$ cat config.mk
export PLATFORM = sky130hd
export DESIGN_NAME = i2c_pkt_seq
export DESIGN_NICKNAME = d
export VERILOG_FILES = /design/src/rtl/i2cps_pkg.sv /design/src/rtl/i2cps_fifo.sv /design/src/rtl/i2cps_status.sv /design/src/rtl/i2cps_seq.sv /design/src/rtl/i2c_pkt_seq.sv
export SDC_FILE = /design/constraint.sdc
export NUM_CORES = 1
export LEC_CHECK = 0
export BUFFER_PORTS_ARGS = -buffer_cell sky130_fd_sc_hd__buf_2
export CORE_AREA = 8 8 219 221
export DETAILED_ROUTE_END_ITERATION = 10
export DIE_AREA = 0 0 227 229
export PLACE_DENSITY = 0.86
export SYNTH_ARGS = -nofsm -noshare
export SYNTH_HDL_FRONTEND = slang
export SYNTH_HIERARCHICAL = 1
export SYNTH_SLANG_ARGS = --single-unit
$ cat constraint.sdc
create_clock -name clk -period 10.2 [get_ports clk]
set_input_delay 3.06 -clock clk [delete_from_list [all_inputs] [get_ports clk]]
set_output_delay 3.06 -clock clk [all_outputs]
set_load 0.005 [all_outputs]
$ cat src/rtl/i2cps_pkg.sv
package i2cps_pkg;
  typedef enum logic [2:0] {
    OP_START   = 3'd0,
    OP_ADDR    = 3'd1,
    OP_WRITE   = 3'd2,
    OP_RD_ACK  = 3'd3,
    OP_RD_NACK = 3'd4,
    OP_STOP    = 3'd5,
    OP_RSTART  = 3'd6
  } bus_op_e;

  typedef enum logic [2:0] {
    S_IDLE, S_HDR2, S_HDR3, S_CMD, S_RSP, S_WFETCH, S_RPUSH
  } seq_state_e;

  localparam int LEN_LSB   = 0;
  localparam int ADDR_LSB  = 0;
  localparam int RD_BIT    = 19;
  localparam int RS_BIT    = 16;

  localparam int FLAG_W    = 3;
  localparam int FLAG_DONE = 0;
  localparam int FLAG_NACK = 1;
  localparam int FLAG_ARB  = 2;
endpackage

$ cat src/rtl/i2cps_fifo.sv
module i2cps_fifo #(
  parameter int WIDTH = 32,
  parameter int DEPTH = 8,
  localparam int AW = (DEPTH > 1) ? $clog2(DEPTH) : 1,
  localparam int CW = $clog2(DEPTH + 1)
) (
  input  logic             clk,
  input  logic             rst_n,
  input  logic             flush,
  input  logic             push,
  input  logic [WIDTH-1:0] din,
  input  logic             pop,
  output logic [WIDTH-1:0] dout,
  output logic [CW-1:0]    level
);
  logic [WIDTH-1:0] mem [DEPTH];
  logic [AW-1:0]    wptr, wptr_n, rptr, rptr_n;
  logic [CW-1:0]    level_n;
  logic             full, empty, do_push, do_pop;

  assign full    = (level == CW'(DEPTH));
  assign empty   = (level == '0);
  assign do_push = push && !full && !flush;
  assign do_pop  = pop && !empty && !flush;
  assign dout    = mem[rptr];

  function automatic logic [AW-1:0] bump(input logic [AW-1:0] p);
    return (p == AW'(DEPTH - 1)) ? '0 : p + 1'b1;
  endfunction

  always_comb begin
    wptr_n  = wptr;
    rptr_n  = rptr;
    level_n = level;
    if (flush) begin
      wptr_n  = '0;
      rptr_n  = '0;
      level_n = '0;
    end else begin
      if (do_push) wptr_n = bump(wptr);
      if (do_pop)  rptr_n = bump(rptr);
      level_n = level + CW'(do_push) - CW'(do_pop);
    end
  end

  always_ff @(posedge clk or negedge rst_n) begin
    if (!rst_n) begin
      wptr  <= '0;
      rptr  <= '0;
      level <= '0;
    end else begin
      wptr  <= wptr_n;
      rptr  <= rptr_n;
      level <= level_n;
    end
  end

  always_ff @(posedge clk) begin
    if (do_push) mem[wptr] <= din;
  end


  lvl_up_chk: assert property (@(posedge clk) disable iff (!rst_n)
    (push && !full && !pop && !flush) |=> (level == $past(level) + 1'b1));


  full_hold_chk: assert property (@(posedge clk) disable iff (!rst_n)
    (push && full && !pop && !flush) |=> (level == $past(level)));
endmodule

$ cat src/rtl/i2cps_status.sv
module i2cps_status #(
  parameter int FW = 3
) (
  input  logic          clk,
  input  logic          rst_n,
  input  logic [FW-1:0] set_vec,
  input  logic          clr_we,
  input  logic [FW-1:0] clr_mask,
  output logic [FW-1:0] flags
);
  logic [FW-1:0] flags_n, clr_eff;

  assign clr_eff = clr_we ? clr_mask : '0;

  always_comb begin
    flags_n = (flags & ~clr_eff) | set_vec;
  end

  always_ff @(posedge clk or negedge rst_n) begin
    if (!rst_n) flags <= '0;
    else        flags <= flags_n;
  end


  clr_bits_chk: assert property (@(posedge clk) disable iff (!rst_n)
    (clr_we && set_vec == '0) |=> ((flags & $past(clr_mask)) == '0));


  keep_bits_chk: assert property (@(posedge clk) disable iff (!rst_n)
    (clr_we && set_vec == '0) |=> ((flags & ~$past(clr_mask)) == ($past(flags) & ~$past(clr_mask))));


  set_bits_chk: assert property (@(posedge clk) disable iff (!rst_n)
    (set_vec != '0) |=> ((flags & $past(set_vec)) == $past(set_vec)));
endmodule

$ cat src/rtl/i2cps_seq.sv
module i2cps_seq
  import i2cps_pkg::*;
#(
  parameter int DATA_W = 32,
  parameter int LEN_W  = 12
) (
  input  logic              clk,
  input  logic              rst_n,
  input  logic [DATA_W-1:0] tx_dout,
  input  logic              tx_empty,
  output logic              tx_pop,
  input  logic              rx_full,
  output logic              rx_push,
  output logic [DATA_W-1:0] rx_din,
  output logic              flush,
  output logic [FLAG_W-1:0] set_vec,
  output logic              cmd_valid,
  input  logic              cmd_ready,
  output logic [2:0]        cmd_op,
  output logic [7:0]        cmd_byte,
  input  logic              rsp_valid,
  input  logic [7:0]        rsp_byte,
  input  logic              rsp_nack,
  input  logic              rsp_arb
);
  localparam int LANES  = DATA_W / 8;
  localparam int LANE_W = (LANES > 1) ? $clog2(LANES) : 1;

  seq_state_e        state, state_n;
  bus_op_e           op_r, op_n;
  logic [7:0]        byte_r, byte_n;
  logic [7:0]        addr_r, addr_n;
  logic              rd_r, rd_n, rs_r, rs_n, abort_r, abort_n;
  logic [LEN_W-1:0]  len_r, len_n, idx_r, idx_n;
  logic [DATA_W-1:0] wword_r, wword_n, rword_r, rword_n;

  logic              last, nxt_last, lane_end;
  logic [LANE_W-1:0] lane;
  bus_op_e           end_op;

  assign lane     = idx_r[LANE_W-1:0];
  assign lane_end = (lane == LANE_W'(LANES - 1));
  assign last     = (idx_r == len_r);
  assign nxt_last = ((idx_r + 1'b1) == len_r);
  assign end_op   = rs_r ? OP_RSTART : OP_STOP;

  assign cmd_valid = (state == S_CMD);
  assign cmd_op    = op_r;
  assign cmd_byte  = byte_r;
  assign rx_din    = rword_r;

  always_comb begin
    state_n = state;
    op_n    = op_r;
    byte_n  = byte_r;
    addr_n  = addr_r;
    rd_n    = rd_r;
    rs_n    = rs_r;
    abort_n = abort_r;
    len_n   = len_r;
    idx_n   = idx_r;
    wword_n = wword_r;
    rword_n = rword_r;
    tx_pop  = 1'b0;
    rx_push = 1'b0;
    flush   = 1'b0;
    set_vec = '0;
    unique case (state)
      S_IDLE: if (!tx_empty) begin
        tx_pop  = 1'b1;
        state_n = S_HDR2;
      end
      S_HDR2: if (!tx_empty) begin
        tx_pop  = 1'b1;
        len_n   = tx_dout[LEN_LSB +: LEN_W];
        state_n = S_HDR3;
      end
      S_HDR3: if (!tx_empty) begin
        tx_pop  = 1'b1;
        addr_n  = tx_dout[ADDR_LSB +: 8];
        rd_n    = tx_dout[RD_BIT];
        rs_n    = tx_dout[RS_BIT];
        idx_n   = '0;
        abort_n = 1'b0;
        rword_n = '0;
        op_n    = OP_START;
        state_n = S_CMD;
      end
      S_CMD: if (cmd_ready) state_n = S_RSP;
      S_RSP: if (rsp_valid) begin
        if (rsp_arb && !abort_r) begin
          flush             = 1'b1;
          set_vec[FLAG_ARB] = 1'b1;
          state_n           = S_IDLE;
        end else begin
          unique case (op_r)
            OP_START: begin
              op_n    = OP_ADDR;
              byte_n  = addr_r;
              state_n = S_CMD;
            end
            OP_ADDR, OP_WRITE: begin
              if (rsp_nack) begin
                abort_n = 1'b1;
                op_n    = OP_STOP;
                state_n = S_CMD;
              end else if (op_r == OP_ADDR && rd_r) begin
                op_n    = last ? OP_RD_NACK : OP_RD_ACK;
                state_n = S_CMD;
              end else if (op_r == OP_ADDR) begin
                state_n = S_WFETCH;
              end else if (last) begin
                op_n    = end_op;
                state_n = S_CMD;
              end else begin
                idx_n = idx_r + 1'b1;
                if (lane_end) begin
                  state_n = S_WFETCH;
                end else begin
                  byte_n  = 8'(wword_r >> (8 * (int'(lane) + 1)));
                  state_n = S_CMD;
                end
              end
            end
            OP_RD_ACK, OP_RD_NACK: begin
              rword_n = rword_r | (DATA_W'(rsp_byte) << (8 * int'(lane)));
              if (lane_end || last) begin
                state_n = S_RPUSH;
              end else begin
                idx_n   = idx_r + 1'b1;
                op_n    = nxt_last ? OP_RD_NACK : OP_RD_ACK;
                state_n = S_CMD;
              end
            end
            default: begin
              if (abort_r) begin
                flush              = 1'b1;
                set_vec[FLAG_NACK] = 1'b1;
              end else begin
                set_vec[FLAG_DONE] = 1'b1;
              end
              state_n = S_IDLE;
            end
          endcase
        end
      end
      S_WFETCH: if (!tx_empty) begin
        tx_pop  = 1'b1;
        wword_n = tx_dout;
        byte_n  = tx_dout[7:0];
        op_n    = OP_WRITE;
        state_n = S_CMD;
      end
      S_RPUSH: if (!rx_full) begin
        rx_push = 1'b1;
        rword_n = '0;
        if (last) begin
          op_n = end_op;
        end else begin
          idx_n = idx_r + 1'b1;
          op_n  = nxt_last ? OP_RD_NACK : OP_RD_ACK;
        end
        state_n = S_CMD;
      end
      default: state_n = S_IDLE;
    endcase
  end

  always_ff @(posedge clk or negedge rst_n) begin
    if (!rst_n) begin
      state   <= S_IDLE;
      op_r    <= OP_START;
      byte_r  <= '0;
      addr_r  <= '0;
      rd_r    <= 1'b0;
      rs_r    <= 1'b0;
      abort_r <= 1'b0;
      len_r   <= '0;
      idx_r   <= '0;
      wword_r <= '0;
      rword_r <= '0;
    end else begin
      state   <= state_n;
      op_r    <= op_n;
      byte_r  <= byte_n;
      addr_r  <= addr_n;
      rd_r    <= rd_n;
      rs_r    <= rs_n;
      abort_r <= abort_n;
      len_r   <= len_n;
      idx_r   <= idx_n;
      wword_r <= wword_n;
      rword_r <= rword_n;
    end
  end


  cmd_hold_chk: assert property (@(posedge clk) disable iff (!rst_n)
    (cmd_valid && !cmd_ready) |=> (cmd_valid && $stable(cmd_op) && $stable(cmd_byte)));


  one_out_chk: assert property (@(posedge clk) disable iff (!rst_n)
    (cmd_valid && cmd_ready) |=> !cmd_valid);


  arb_quiet_chk: assert property (@(posedge clk) disable iff (!rst_n)
    (state == S_RSP && rsp_valid && rsp_arb && !abort_r) |=> (state == S_IDLE && !cmd_valid));


  one_flag_chk: assert property (@(posedge clk) disable iff (!rst_n) $onehot0(set_vec));


  pop_avail_chk: assert property (@(posedge clk) disable iff (!rst_n) tx_pop |-> !tx_empty);


  push_room_chk: assert property (@(posedge clk) disable iff (!rst_n) rx_push |-> !rx_full);
endmodule

$ cat src/rtl/i2c_pkt_seq.sv
module i2c_pkt_seq
  import i2cps_pkg::*;
#(
  parameter int DATA_W     = 32,
  parameter int FIFO_DEPTH = 8,
  parameter int LEN_W      = 12,
  localparam int CNT_W     = $clog2(FIFO_DEPTH + 1)
) (
  input  logic              clk,
  input  logic              rst_n,
  input  logic              tx_wr,
  input  logic [DATA_W-1:0] tx_wdata,
  input  logic              rx_rd,
  output logic [DATA_W-1:0] rx_rdata,
  output logic [CNT_W-1:0]  tx_free,
  output logic [CNT_W-1:0]  rx_fill,
  input  logic              sts_clr,
  input  logic [FLAG_W-1:0] sts_clr_mask,
  output logic [FLAG_W-1:0] sts_flags,
  output logic              cmd_valid,
  input  logic              cmd_ready,
  output logic [2:0]        cmd_op,
  output logic [7:0]        cmd_byte,
  input  logic              rsp_valid,
  input  logic [7:0]        rsp_byte,
  input  logic              rsp_nack,
  input  logic              rsp_arb
);
  logic [DATA_W-1:0] tx_dout, rx_din;
  logic [CNT_W-1:0]  tx_lvl, rx_lvl;
  logic              tx_pop, rx_push, flush;
  logic [FLAG_W-1:0] set_vec;

  assign tx_free = CNT_W'(FIFO_DEPTH) - tx_lvl;
  assign rx_fill = rx_lvl;

  i2cps_fifo #(.WIDTH(DATA_W), .DEPTH(FIFO_DEPTH)) u_txq (
    .clk(clk), .rst_n(rst_n), .flush(flush),
    .push(tx_wr), .din(tx_wdata), .pop(tx_pop),
    .dout(tx_dout), .level(tx_lvl)
  );

  i2cps_fifo #(.WIDTH(DATA_W), .DEPTH(FIFO_DEPTH)) u_rxq (
    .clk(clk), .rst_n(rst_n), .flush(flush),
    .push(rx_push), .din(rx_din), .pop(rx_rd),
    .dout(rx_rdata), .level(rx_lvl)
  );

  i2cps_seq #(.DATA_W(DATA_W), .LEN_W(LEN_W)) u_seq (
    .clk(clk), .rst_n(rst_n),
    .tx_dout(tx_dout), .tx_empty(tx_lvl == '0), .tx_pop(tx_pop),
    .rx_full(rx_lvl == CNT_W'(FIFO_DEPTH)), .rx_push(rx_push), .rx_din(rx_din),
    .flush(flush), .set_vec(set_vec),
    .cmd_valid(cmd_valid), .cmd_ready(cmd_ready), .cmd_op(cmd_op), .cmd_byte(cmd_byte),
    .rsp_valid(rsp_valid), .rsp_byte(rsp_byte), .rsp_nack(rsp_nack), .rsp_arb(rsp_arb)
  );

  i2cps_status #(.FW(FLAG_W)) u_sts (
    .clk(clk), .rst_n(rst_n), .set_vec(set_vec),
    .clr_we(sts_clr), .clr_mask(sts_clr_mask), .flags(sts_flags)
  );


  abort_empty_chk: assert property (@(posedge clk) disable iff (!rst_n)
    flush |=> (tx_lvl == '0 && rx_lvl == '0));
endmodule

==> key figures <==
Status
  • Status: finished clean

Worst setup path
  • RR Endpoint: u_rxq/level[1]$_DFF_PN0_
  • Worst path required time: 7.14 ns
  • RR Startpoint: u_seq/state[2]$_DFFE_PN0P_
  • WP buf/inv: 2
  • Worst path depth: 4
  • CP endpoint kind: output port
  • Flop2flop setup slack: approximately 5.8 ns
  • Worst-path fanout max: 39
  • Crit Path Class: reg2out
  • Worst-path cell chain: buf_4, mux4_1, mux2_2, buf_2
  • Slowest CP cell: dfrtp_4
  • Critical path arrival: 3.23 ns
  • Largest delay share family, worst path: multiplexers
  • Max stage delay on crit path: approximately 0.77 ns
  • Crit path capture: rx_rdata[15]
  • CP startpoint kind: flop
  • Crit. Startpoint: u_rxq/rptr[1]$_DFFE_PN0P_
  • R2r worst-path depth: 11

STA
  • Setup TNS: 0 ns
  • Worst slew pin tran: around 1.2 ns
  • Unrepaired setup endpoints after global routing: no
  • Pins Over Slew Limit: 0
  • Clk_skew: 0.0221 ns
  • Fmax: 0.159 GHz
  • Fin. Hold Viols: 0
  • Tcrit/Tclk final: 0.617
  • Final setup viols: 0
  • Final worst path period need: around 6.3 ns
  • Slew HR: 0.205

Place
  • Post-DP HPWL: 32.7 mm
  • Port bufs: 106
  • GP Congestion: 0.859
  • Dpl cell area: 27,500 um2
  • DP Cell Count: ~2,100

Power
  • Worst IR drop on VDD: ~0.24 mV
  • Tot Pwr: 8.78 mW
  • Leak: between 10 and 15 nW
  • Pwr per Cell Area: around 290 nW/um2

Synth
  • Post-synth top flop: edfxtp_1
  • Synth top cells by count: 512 x edfxtp_1, 128 x dfrtp_1, 114 x mux2_2, 101 x mux4_2, 83 x nor2_1
  • Cell Area, Synth: roughly 26,000 um2
  • Avg Inst Size Synth: 18.2 um2
  • Synthesized instance count: around 1,500
  • Count leader, synth: edfxtp_1
  • Post-synth top area share: 0.581
  • Post-synth ARST share: 0.200
  • Number of synthesis warnings: 6
  • Area contributors post-synth: edfxtp_1 58%, dfrtp_1 12%, mux4_2 8.6%, mux2_2 4.9%, mux4_1 2.7%
  • Syn_nets: 1,531
  • #FFs+latches synth: 640
  • Unique masters post-synth: 80
  • Cell accounting for the most synthesized area: edfxtp_1
  • Register area share after synthesis: 0.702
  • Post-synth EDFFs: 512

GRT
  • Largest net degree at the start of global routing: 67
  • First-pass GRT wire length: 86.9 mm
  • GRT Total Usage: 0.220
  • Vias in the first global route: 14,800
  • Total gr overflow: 0
  • Initial antenna violation count: 5

Clocking
  • TritonCTS Buffers: 66
  • Clk buf depth: 3
  • Root buf cell: clkbuf_16
  • Clock slew seen by the registers of the worst setup and hold paths: 0.06 ns
  • Post-CTS sizing: 0
  • CTS tree: yes
  • Clk sinks: 640
  • # hold bufs at CTS: 0
  • Number of H-tree levels: 3
  • Buffer count from post-CTS setup fixing: 0
  • Worst-skew pair later-pin latency: between 0.5 and 0.6 ns

Drt
  • DRT Wirelength: 57.1 mm
  • DRC errors left: 0
  • Routed wire per std cell: 25.6 um
  • Remaining antenna violation count: 0
  • Iteration-0 DRC Markers: roughly 1,100
  • DRT Pass-1 Iters: 7
  • Detailed-route vias per instance: 6.32
  • Via Count: 14,100

Die
  • Initial Utilization: 0.592
  • Row cnt: 78
  • Core area: 44,700 um2
  • Num ports: 107
  • Die height: 229 um
  • Die Wd: around 230 um
  • Die Area: 52,000 um2

Layout
  • Fin nets: 1,648
  • Area Overhead vs Synth: 12.6%
  • Layout cells sized above 1: 0.303
  • Fillers: between 2,000 and 3,000
  • Fin area: 29,800 um2
  • Finished Layout Cells: 2,226

Hold path
  • HP Class: reg2reg

Flow run
  • Max_cap viols: 0
-- worst reg2reg max path: cells and delay by family, from the launching register on --
family | cells | cell delay, ns
fa+ha+maj | 3 | 0.83
simple gates | 6 | 2.44
buf+inv | 2 | 0.47
flops | 1 | 0.56
-- sequential cells by signal (all words and copies together) (netlist names), 4 cells and up --
| name | flops |
|---|---|
| u_seq/idx_r | 12 |
| u_seq/wword_r | 24 |
| u_rxq/mem | 256 |
| u_txq/mem | 256 |
| u_rxq/level | 4 |
| u_seq/addr_r | 8 |
| u_txq/level | 4 |
| u_seq/rx_din | 32 |
| u_seq/cmd_byte | 8 |
| u_seq/len_r | 12 |
-- layer usage --
metal | GRT usage | share of wire | wire (um) | vias to the layer above
li1 | - | - | - | 6044
met1 | 0.259 | 0.36 | 20400 | 7262
met2 | 0.398 | 0.54 | 30800 | 632
met3 | 0.0489 | 0.074 | 4220 | 132
met4 | 0.0676 | 0.027 | 1560 | 6
met5 | 0 | 0.00074 | 42 | -
-- cells by family (layout without fill, tap and decap cells) --
logic type / after synthesis / count (layout) / share of synthesized area
simple gates: 245 / 245 / 0.0496
buf+inv: 98 / 268 / 0.0212
compound gates: 169 / 169 / 0.0404
fa+ha+maj: 24 / 24 / 0.0119
xor+xnor: 24 / 24 / 0.00823
flops: 640 / 640 / 0.702
other cells: 0 / 1 / 0
mux: 255 / 255 / 0.166
-- how the worst min path moves through the flow --
stage / start / end / slack [ns] / depth (start not counted)
finish: u_seq/wword_r[11]$_DFFE_PN0P_ / u_seq/wword_r[11]$_DFFE_PN0P_ / 0.51 / 1
global route: u_seq/wword_r[11]$_DFFE_PN0P_ / u_seq/wword_r[11]$_DFFE_PN0P_ / 0.52 / 1
CTS: u_seq/wword_r[11]$_DFFE_PN0P_ / u_seq/wword_r[11]$_DFFE_PN0P_ / 0.51 / 1
detailed placement: u_seq/wword_r[21]$_DFFE_PN0P_ / u_seq/wword_r[21]$_DFFE_PN0P_ / 0.50 / 1
global placement: u_seq/wword_r[19]$_DFFE_PN0P_ / u_seq/wword_r[19]$_DFFE_PN0P_ / 0.49 / 1
floorplan: u_sts/flags[2]$_DFF_PN0_ / u_sts/flags[2]$_DFF_PN0_ / 0.47 / 1
-- final cells by class --
| cell class | instances | area (um2) | area share |
|---|---|---|---|
| clock inverters | 29 | 309 | 0.0104 |
| inverters | 21 | 78.8 | 0.00265 |
| multi-input cells | 717 | 7420 | 0.249 |
| well taps | 600 | 751 | 0.0252 |
| repair buffers | 126 | 687 | 0.0231 |
| flip-flops and latches | 640 | 18600 | 0.624 |
| clock buffers | 92 | 1950 | 0.0654 |
| diodes | 1 | 2.50 | 0.0000840 |
-- cells in the final DEF, fill, tap and decap left out, drive strengths merged, types with 3 or more instances in the layout --
cell type | Yosys | layout
xnor2 | 17 | 17
a21oi | 82 | 82
clkinvlp | 0 | 4
or3b | 3 | 3
buf | 56 | 126
nand3 | 11 | 11
and3 | 9 | 9
nor2b | 18 | 18
a21boi | 4 | 4
o21a | 5 | 5
dfrtp | 128 | 128
a211oi | 11 | 11
nor4 | 8 | 8
xor2 | 7 | 7
nand4 | 11 | 11
nor2 | 83 | 83
inv | 20 | 22
a41oi | 5 | 5
clkinv | 1 | 18
and2 | 4 | 4
nor4b | 4 | 4
mux2i | 13 | 13
nand2 | 40 | 40
a31o | 5 | 5
bufinv | 0 | 6
edfxtp | 512 | 512
mux2 | 114 | 114
a21o | 5 | 5
nand2b | 13 | 13
a31oi | 5 | 5
o21ai | 25 | 25
clkbuf | 21 | 92
mux4 | 128 | 128
ha | 22 | 22
nor3b | 9 | 9
o221ai | 3 | 3
nor3 | 19 | 19
nand4b | 3 | 3
-- stage by stage --
| stage | util | worst slack (ns) | hold WS [ns] |
|---|---|---|---|
| floorplan | - | 2.27 | 0.474 |
| global placement | 0.616 | 4.16 | 0.489 |
| detailed placement | 0.616 | 3.98 | 0.497 |
| CTS | 0.666 | 3.83 | 0.512 |
| global route | 0.666 | 3.72 | 0.519 |
| finish | 0.666 | 3.91 | 0.512 |
-- report_power, final --
| part | switching, mW | total, mW | internal (mW) |
|---|---|---|---|
| clock network | 0.961 | 2.45 | 1.49 |
| registers | 0.426 | 3.75 | 3.33 |
| logic | 1.32 | 2.57 | 1.26 |
No activity file was read; power rests on OpenSTA's default activity.
